## src/rtl/db_pkg.sv

```systemverilog
package db_pkg;

    localparam int DB_DLY_W  = 10;
    localparam int DB_ADDR_W = 2;

    localparam int REG_CTL   = 0;
    localparam int REG_RISE  = 1;
    localparam int REG_FALL  = 2;

    localparam int NUM_PATHS = 2;
    localparam int PATH_LEAD = 0;
    localparam int PATH_TRAIL = 1;

    // en: path enables, inv: output inversion, src: 1 selects the B leg
    typedef struct packed {
        logic [1:0] src;
        logic [1:0] inv;
        logic [1:0] en;
    } ctl_t;

    localparam int CTL_W = $bits(ctl_t);

    function automatic logic pick_src(input logic sel_b, input logic leg_a, input logic leg_b);
        return sel_b ? leg_b : leg_a;
    endfunction

    function automatic logic is_comp_pair(input ctl_t c);
        return (c.en == 2'b11) && (c.inv == 2'b10) && (c.src == 2'b00);
    endfunction

endpackage

```

## src/rtl/db_cfg_regs.sv

```systemverilog
module db_cfg_regs
    import db_pkg::*;
#(
    parameter int DLY_W  = DB_DLY_W,
    parameter int ADDR_W = DB_ADDR_W
) (
    input  logic              clk,
    input  logic              rst,
    input  logic              wr_en,
    input  logic [ADDR_W-1:0] addr,
    input  logic [DLY_W-1:0]  wdata,
    input  logic [DLY_W-1:0]  wmask,
    output ctl_t              ctl,
    output logic [DLY_W-1:0]  rise_dly,
    output logic [DLY_W-1:0]  fall_dly
);

    logic [CTL_W-1:0] ctl_bits;
    logic             hit_ctl, hit_rise, hit_fall;

    assign hit_ctl  = wr_en && (addr == ADDR_W'(REG_CTL));
    assign hit_rise = wr_en && (addr == ADDR_W'(REG_RISE));
    assign hit_fall = wr_en && (addr == ADDR_W'(REG_FALL));

    always_ff @(posedge clk) begin
        if (rst) begin
            ctl_bits <= '0;
            rise_dly <= '0;
            fall_dly <= '0;
        end else begin
            if (hit_ctl)
                ctl_bits <= (ctl_bits & ~wmask[CTL_W-1:0]) | (wdata[CTL_W-1:0] & wmask[CTL_W-1:0]);
            if (hit_rise)
                rise_dly <= (rise_dly & ~wmask) | (wdata & wmask);
            if (hit_fall)
                fall_dly <= (fall_dly & ~wmask) | (wdata & wmask);
        end
    end

    assign ctl = ctl_t'(ctl_bits);

endmodule

```

## src/rtl/db_edge_delay.sv

```systemverilog
module db_edge_delay #(
    parameter int DLY_W   = 10,
    parameter bit TRAILING = 1'b0
) (
    input  logic             clk,
    input  logic             rst,
    input  logic             en,
    input  logic             src,
    input  logic [DLY_W-1:0] dly,
    output logic             dout
);

    logic [DLY_W-1:0] cnt_q;
    logic             shaped;

    generate
        if (TRAILING) begin : g_trail
            // reload while high, count down after the fall
            always_ff @(posedge clk) begin
                if (rst)
                    cnt_q <= '0;
                else if (src)
                    cnt_q <= dly;
                else if (cnt_q != '0)
                    cnt_q <= cnt_q - DLY_W'(1);
            end
            assign shaped = src | (cnt_q != '0);
        end else begin : g_lead
            // count consecutive high cycles, saturating at the delay
            always_ff @(posedge clk) begin
                if (rst || !src)
                    cnt_q <= '0;
                else if (cnt_q < dly)
                    cnt_q <= cnt_q + DLY_W'(1);
            end
            assign shaped = src & (cnt_q >= dly);
        end
    endgenerate

    assign dout = en ? shaped : src;

endmodule

```

## src/rtl/dead_band_gen.sv

```systemverilog
module dead_band_gen
    import db_pkg::*;
#(
    parameter int DLY_W  = DB_DLY_W,
    parameter int ADDR_W = DB_ADDR_W
) (
    input  logic              clk,
    input  logic              rst,
    input  logic              pwm_a_in,
    input  logic              pwm_b_in,
    input  logic              cfg_wr_en,
    input  logic [ADDR_W-1:0] cfg_addr,
    input  logic [DLY_W-1:0]  cfg_wdata,
    input  logic [DLY_W-1:0]  cfg_wmask,
    output logic              gate_a,
    output logic              gate_b
);

    ctl_t                  ctl_q;
    logic [DLY_W-1:0]      rise_dly_q, fall_dly_q;
    logic [NUM_PATHS-1:0]  path_src, path_out;
    logic [DLY_W-1:0]      path_dly [NUM_PATHS];

    db_cfg_regs #(.DLY_W(DLY_W), .ADDR_W(ADDR_W)) u_regs (
        .clk      (clk),
        .rst      (rst),
        .wr_en    (cfg_wr_en),
        .addr     (cfg_addr),
        .wdata    (cfg_wdata),
        .wmask    (cfg_wmask),
        .ctl      (ctl_q),
        .rise_dly (rise_dly_q),
        .fall_dly (fall_dly_q)
    );

    assign path_dly[PATH_LEAD]  = rise_dly_q;
    assign path_dly[PATH_TRAIL] = fall_dly_q;

    generate
        for (genvar g = 0; g < NUM_PATHS; g++) begin : g_path
            assign path_src[g] = pick_src(ctl_q.src[g], pwm_a_in, pwm_b_in);

            db_edge_delay #(.DLY_W(DLY_W), .TRAILING(g == PATH_TRAIL)) u_dly (
                .clk  (clk),
                .rst  (rst),
                .en   (ctl_q.en[g]),
                .src  (path_src[g]),
                .dly  (path_dly[g]),
                .dout (path_out[g])
            );
        end
    endgenerate

    assign gate_a = path_out[PATH_LEAD]  ^ ctl_q.inv[PATH_LEAD];
    assign gate_b = path_out[PATH_TRAIL] ^ ctl_q.inv[PATH_TRAIL];

endmodule

```

## config.mk

```make
export PLATFORM = sky130hd
export DESIGN_NAME = dead_band_gen
export DESIGN_NICKNAME = d
export VERILOG_FILES = /design/src/rtl/db_pkg.sv /design/src/rtl/db_cfg_regs.sv /design/src/rtl/db_edge_delay.sv /design/src/rtl/dead_band_gen.sv
export SDC_FILE = /design/constraint.sdc
export NUM_CORES = 1
export LEC_CHECK = 0
export ABC_AREA = 1
export BUFFER_PORTS_ARGS = -buffer_cell sky130_fd_sc_hd__buf_4
export CORE_ASPECT_RATIO = 1.1
export CORE_MARGIN = 5
export CORE_UTILIZATION = 45
export CTS_CLUSTER_DIAMETER = 150
export DETAILED_ROUTE_END_ITERATION = 10
export HOLD_SLACK_MARGIN = 0.02
export PLACE_DENSITY = 0.68
export SYNTH_ARGS = -nofsm -noshare
export SYNTH_HDL_FRONTEND = slang
export SYNTH_SLANG_ARGS = --single-unit
```

## constraint.sdc

```tcl
create_clock -name clk -period 3 [get_ports clk]
set_clock_uncertainty 0.1 [all_clocks]
set_input_delay 0.6 -clock clk [delete_from_list [all_inputs] [get_ports clk]]
set_output_delay 0.6 -clock clk [all_outputs]
set_load 0.02 [all_outputs]
```

# [Yosys cells after proc, flatten, opt, wreduce, memory -nomap -nowiden]
# Index checks and enable logic that the tools add are counted.
[classes] addsub=2 magnitude_cmp=2 eq_ne=2 muxes=6 n_bitwise=14 reduce_logical=8
[op_table] op="10-bit AND" count=3
[op_table] op="10-bit two-way mux" count=2
[op_table] op="10-bit bitwise OR" count=2
[op_table] op="6-bit AND" count=2
[op_table] op="10-bit by 1-bit adder with 10-bit output (second input constant)" count=1
[op_table] op="10-bit greater-or-equal comparator" count=1
[op_table] op="10-bit less-than comparator" count=1
[op_table] op="10-bit NOT" count=1
[op_table] op="10-bit nonzero test" count=1
[op_table] op="10-bit by 1-bit subtractor with 10-bit output (second input constant)" count=1
[op_table] op="6-bit NOT" count=1
[op_table] op="6-bit bitwise OR" count=1
[op_table] op="1-bit two-way mux" count=4
[op_table] op="1-bit logical AND" count=3
[op_table] op="2-bit by 1-bit == test with 1-bit output (second input constant)" count=1
[op_table] op="2-bit == test (second input constant)" count=1
[op_table] op="2-bit zero test" count=1
[op_table] op="2-bit nonzero test" count=1
[op_table] op="1-bit XOR" count=2
[op_table] op="1-bit AND" count=1
[op_table] op="1-bit zero test" count=1
[op_table] op="1-bit logical OR" count=1
[op_table] op="1-bit bitwise OR" count=1
[totals] reg_bits=46 out_inout_bits=2 wordCells=39

# [Longest topological paths before layout]
[logic_depth] word_depth=4 mapped_depth=12 ltp_nobuf=12

# [Hierarchy]
# A second synthesis with hierarchy kept.
[hier_totals] cells_unflattened=491 hier_area_um2=3075.4
[by_module_without_submodules] mod="db_cfg_regs" n_inst=1 cells_per_inst=235 area_per_inst_um2=1452.6 seq_area_each_um2=520.5
[by_module_without_submodules] mod="db_edge_delay at g_path[0].u_dly" n_inst=1 cells_per_inst=137 area_per_inst_um2=889.6 seq_area_each_um2=200.2
[by_module_without_submodules] mod="db_edge_delay at g_path[1].u_dly" n_inst=1 cells_per_inst=101 area_per_inst_um2=665.6 seq_area_each_um2=200.2
[by_module_without_submodules] mod="dead_band_gen" n_inst=1 cells_per_inst=18 area_per_inst_um2=67.6 seq_area_each_um2=0.0

# [Worst setup path after synthesis]
# No wires, ideal clock.
[synth_path] path_type="reg2out" startpoint="reg g_path[1].u_dly.cnt_q[0]" endpoint="out gate_b" t_arrival_ps=1387 setup_slack_ps=913 path_stages_with_launch=13 path_buffers=0 path_cell_list="dfxtp_1 -> inv_1 -> ha_1 -> inv_1 -> nor2_4 -> nand3_2 -> nor2_2 -> nand2_2 -> nor2_4 -> inv_2 -> nand2_2 -> nand2_1 -> nand2_1"
[synth_between] elab_chain_len=4
[synth_lines] item="start: declaration" line_no="db_edge_delay.sv:13" source="logic [DLY_W-1:0] cnt_q;"
[synth_lines] item="start signal: assignment" line_no="db_edge_delay.sv:23" source="cnt_q <= dly;"
[synth_lines] item="start signal: assignment" line_no="db_edge_delay.sv:25" source="cnt_q <= cnt_q - DLY_W'(1);"
[synth_lines] item="10-bit nonzero test" line_no="db_edge_delay.sv:27" source="assign shaped = src | (cnt_q != '0);"
[synth_lines] item="1-bit bitwise OR" line_no="db_edge_delay.sv:27"
[synth_lines] item="1-bit two-way mux" line_no="db_edge_delay.sv:40" source="assign dout = en ? shaped : src;"
[synth_lines] item="1-bit XOR" line_no="dead_band_gen.sv:55" source="assign gate_b = path_out[PATH_TRAIL] ^ ctl_q.inv[PATH_TRAIL];"
[synth_lines] item="end: declaration" line_no="dead_band_gen.sv:16" source="output logic gate_b"
# Every way passes these cells.

# [Worst setup path in the final report]
[layout_path] startpoint="reg g_path[0].u_dly.cnt_q[6]" endpoint="out gate_a"
[layout_between] elab_chain_len=4
[layout_lines] item="start: declaration" line_no="db_edge_delay.sv:13"
[layout_lines] item="start signal: assignment" line_no="db_edge_delay.sv:34" source="cnt_q <= cnt_q + DLY_W'(1);"
[layout_lines] item="10-bit greater-or-equal comparator" line_no="db_edge_delay.sv:36" source="assign shaped = src & (cnt_q >= dly);"
[layout_lines] item="1-bit AND" line_no="db_edge_delay.sv:36"
[layout_lines] item="1-bit two-way mux" line_no="db_edge_delay.sv:40"
[layout_lines] item="1-bit XOR" line_no="dead_band_gen.sv:54" source="assign gate_a = path_out[PATH_LEAD] ^ ctl_q.inv[PATH_LEAD];"
[layout_lines] item="end: declaration" line_no="dead_band_gen.sv:15" source="output logic gate_a,"
# Every way passes these cells.

==> impl_metrics.env <==
export IMPL_cts_sinks=46
export IMPL_crit_fanout=7
export IMPL_wl_per_cell_microns=11.63
export IMPL_firstDrtPassIters=4
export IMPL_max_clock_path_buffers=2
export IMPL_fillCellCount=555
export IMPL_vias_per_cell=4.880
export IMPL_setup_viol_count_final=0
export IMPL_seqPwrFrac_pct=50.1
export IMPL_p_leak_nw=1.198
export IMPL_ys_ff_latch=46
export IMPL_drt_initial_drc_count=75
export IMPL_grt_pass1_vias=2125
export IMPL_cts_root_buf="clkbuf_8"
export IMPL_grt_usage_pct=17.17
export IMPL_overflow=0
export IMPL_dp_hpwl_mm=4.127
export IMPL_switching_share_pct=30.73
export IMPL_fin_tns_setup_ns=0
export IMPL_synthesis_area_sq_um=2467
export IMPL_hp_class="flip-flop to flip-flop"
export IMPL_synth_xor_area_share_pct=3.195
export IMPL_most_common_layout_cells="nand2_1 (113), dfxtp_1 (46), inv_1 (43), a21oi_1 (39), buf_4 (31)"
export IMPL_fp_dieArea_sq_um=7065
export IMPL_crit_path_start_kind="flip-flop"
export IMPL_core_rowCount=28
export IMPL_synthMuxAreaShare_pct=0
export IMPL_tightest_slew_ns=0.7788
export IMPL_fmax_mhz=381.3
export IMPL_synth_distinct_cells=26
export IMPL_grt_max_degree=17
export IMPL_cts_tree="yes"
export IMPL_synth_compound_area_share_pct=15.16
export IMPL_layout_commonest_cell="nand2_1"
export IMPL_post_cts_buffers=0
export IMPL_power_frac_clock_pct=29.0
export IMPL_status="finished clean"
export IMPL_fin_crit_sh_pct=87.42
export IMPL_synthAdderAreaFrac_pct=6.085
export IMPL_cts_max_level=2
export IMPL_power_switching_uw=404.7
export IMPL_die_w_microns=80.60
export IMPL_syn_area_per_cell_sq_um=6.835
export IMPL_finalHoldViolations=0
export IMPL_layout_drive_gt1_share_pct=13.78
export IMPL_place_congestion=0.7657
export IMPL_cts_resized=0
export IMPL_ys_seq_area_share_pct=37.32
export IMPL_num_io_pins=29
export IMPL_maxSlewHeadroom_pct=47.89
export IMPL_antenna_found_initial=0
export IMPL_synth_warnings=0
export IMPL_power_density_nw_per_um2=463.8
export IMPL_vias=2279
export IMPL_drt_wl_total_mm=5.430
export IMPL_clk_latency_ns=0.30
export IMPL_ant_nets=0
export IMPL_crit_arrival_ns=1.92
export IMPL_cts_buffers=5
export IMPL_start_util_pct=46.03
export IMPL_p_int_uw=912.2
export IMPL_syn_inst=361
export IMPL_drc_errors=0
export IMPL_grt_pass1_wl_mm=9.480
export IMPL_critPathCaptureType="primary output"
export IMPL_drv_cap=0
export IMPL_ctsHoldBuffers=0
export IMPL_nNetsFinal=430
export IMPL_finalNonFillerCells=467
export IMPL_dp_cells=459
export IMPL_antenna_cells=0
export IMPL_crit_type="flip-flop to primary output"
export IMPL_rsz0062_at_grt="false"
export IMPL_area_growth_pct=15.06
export IMPL_required_ns=2.30
export IMPL_synth_top_family_by_area="simple AND/OR/NAND/NOR gates"
export IMPL_core_area_sq_um=5360
export IMPL_synthSimpleGateAreaFrac_pct=29.87
export IMPL_synthesis_nets=400
export IMPL_total_power_mw=1.317
export IMPL_p_comb_share_pct=20.9
export IMPL_port_buffers=28
export IMPL_dieHeight_microns=87.66
export IMPL_slew_viol_final=0
export IMPL_fin_crit_ns=2.623
export IMPL_ir_worst_vdd_mv=0.2528
export IMPL_clk_pin_slew_ns=0.09
cell type report:
cell class,count,area (sq um),share of cell area (%)
multi-input combinational,263,1340,47.20
clock buffer,6,72.57,2.556
sequential,46,920.9,32.44
timing repair buffer,31,232.7,8.197
inverter,44,165.2,5.818
clock inverter,2,13.76,0.4848
tap,75,93.84,3.305
synth_stat cells:
cell,count,area (sq um)
inv_1,43,161.4
xor2_1,6,52.55
o31ai_1,1,7.510
nand3_1,20,100.1
o21ai_1,1,5.000
nand2_1,113,424.2
o211ai_1,1,7.510
buf_2,6,30.03
a21oi_2,1,8.760
dfxtp_1,46,920.9
buf_4,1,7.510
nor2_4,3,33.78
nor2_2,5,31.28
clkbuf_1,1,3.750
nand4_1,2,12.51
o21ai_0,30,150.1
nor3b_2,1,12.51
ha_1,12,150.1
nand3_2,2,20.02
a21oi_1,39,195.2
xnor2_1,3,26.28
nand3b_1,1,7.510
inv_2,1,3.750
nand2_4,1,11.26
nor2_1,19,71.32
nand2_2,2,12.51
metrics by stage:
step | area [sq um] | hold WS [ns] | utilization, % | worst slack [ns]
6_report | 2839 | 0.3612 | 52.96 | 0.3773
3_5_place_dp | 2753 | 0.3476 | 51.35 | 0.7015
3_3_place_gp | 2753 | 0.3444 | 51.35 | 0.7208
2_1_floorplan | 2467 | 0.3240 | - | 0.9128
5_1_grt | 2839 | 0.3784 | 52.96 | 0.2065
4_1_cts | 2839 | 0.3614 | 52.96 | 0.3547
critical path, stage by stage, from the launching register on:
cell	delay, ns
dfxtp_1	0.40
ha_1	0.32
nand2_1	0.06
nor2_2	0.17
inv_1	0.06
a21oi_1	0.15
nor2_2	0.07
nand2_1	0.08
nand2_1	0.05
nand2_1	0.07
nand2_1	0.05
buf_4	0.15
routing by layer:
metal | track usage (%) | share of wire, % | vias to the layer above
met5 | 0 | 0 | -
li1 | - | - | 1210
met1 | 22.99 | 49 | 1023
met2 | 27.03 | 44 | 38
met3 | 2.881 | 4.8 | 8
met4 | 7.834 | 2.1 | 0
kinds of logic after synthesis:
| logic type | Yosys count |
|---|---|
| compound gates | 73 |
| xor+xnor | 9 |
| fa+ha+maj | 12 |
| buf+inv | 52 |
| flops | 46 |
| simple gates | 169 |
power by group through the flow:
stage	Clock [mW]	Combinational [mW]	Sequential, mW
6_report	0.382	0.275	0.660
5_1_grt	0.426	0.314	0.663
4_1_cts	0.397	0.277	0.660
3_5_place_dp	0	0.276	0.674
3_3_place_gp	0	0.272	0.674
2_1_floorplan	0	0.193	0.670
worst paths after layout:
| check | from | end | slack (ns) | depth (start not counted) |
|---|---|---|---|---|
| max | g_path[0].u_dly.cnt_q[6]$_SDFFE_PP0N_ | gate_a | 0.38 | 11 |
| min | flip-flop | flip-flop | 0.36 | 2 |
| max reg2reg | g_path[0].u_dly.cnt_q[5]$_SDFFE_PP0N_ | g_path[0].u_dly.cnt_q[5]$_SDFFE_PP0N_ | 1.25 | 7 |
| min reg2reg | flip-flop | flip-flop | 0.36 | 2 |
Note: power is estimated with default switching activity, not from simulation.
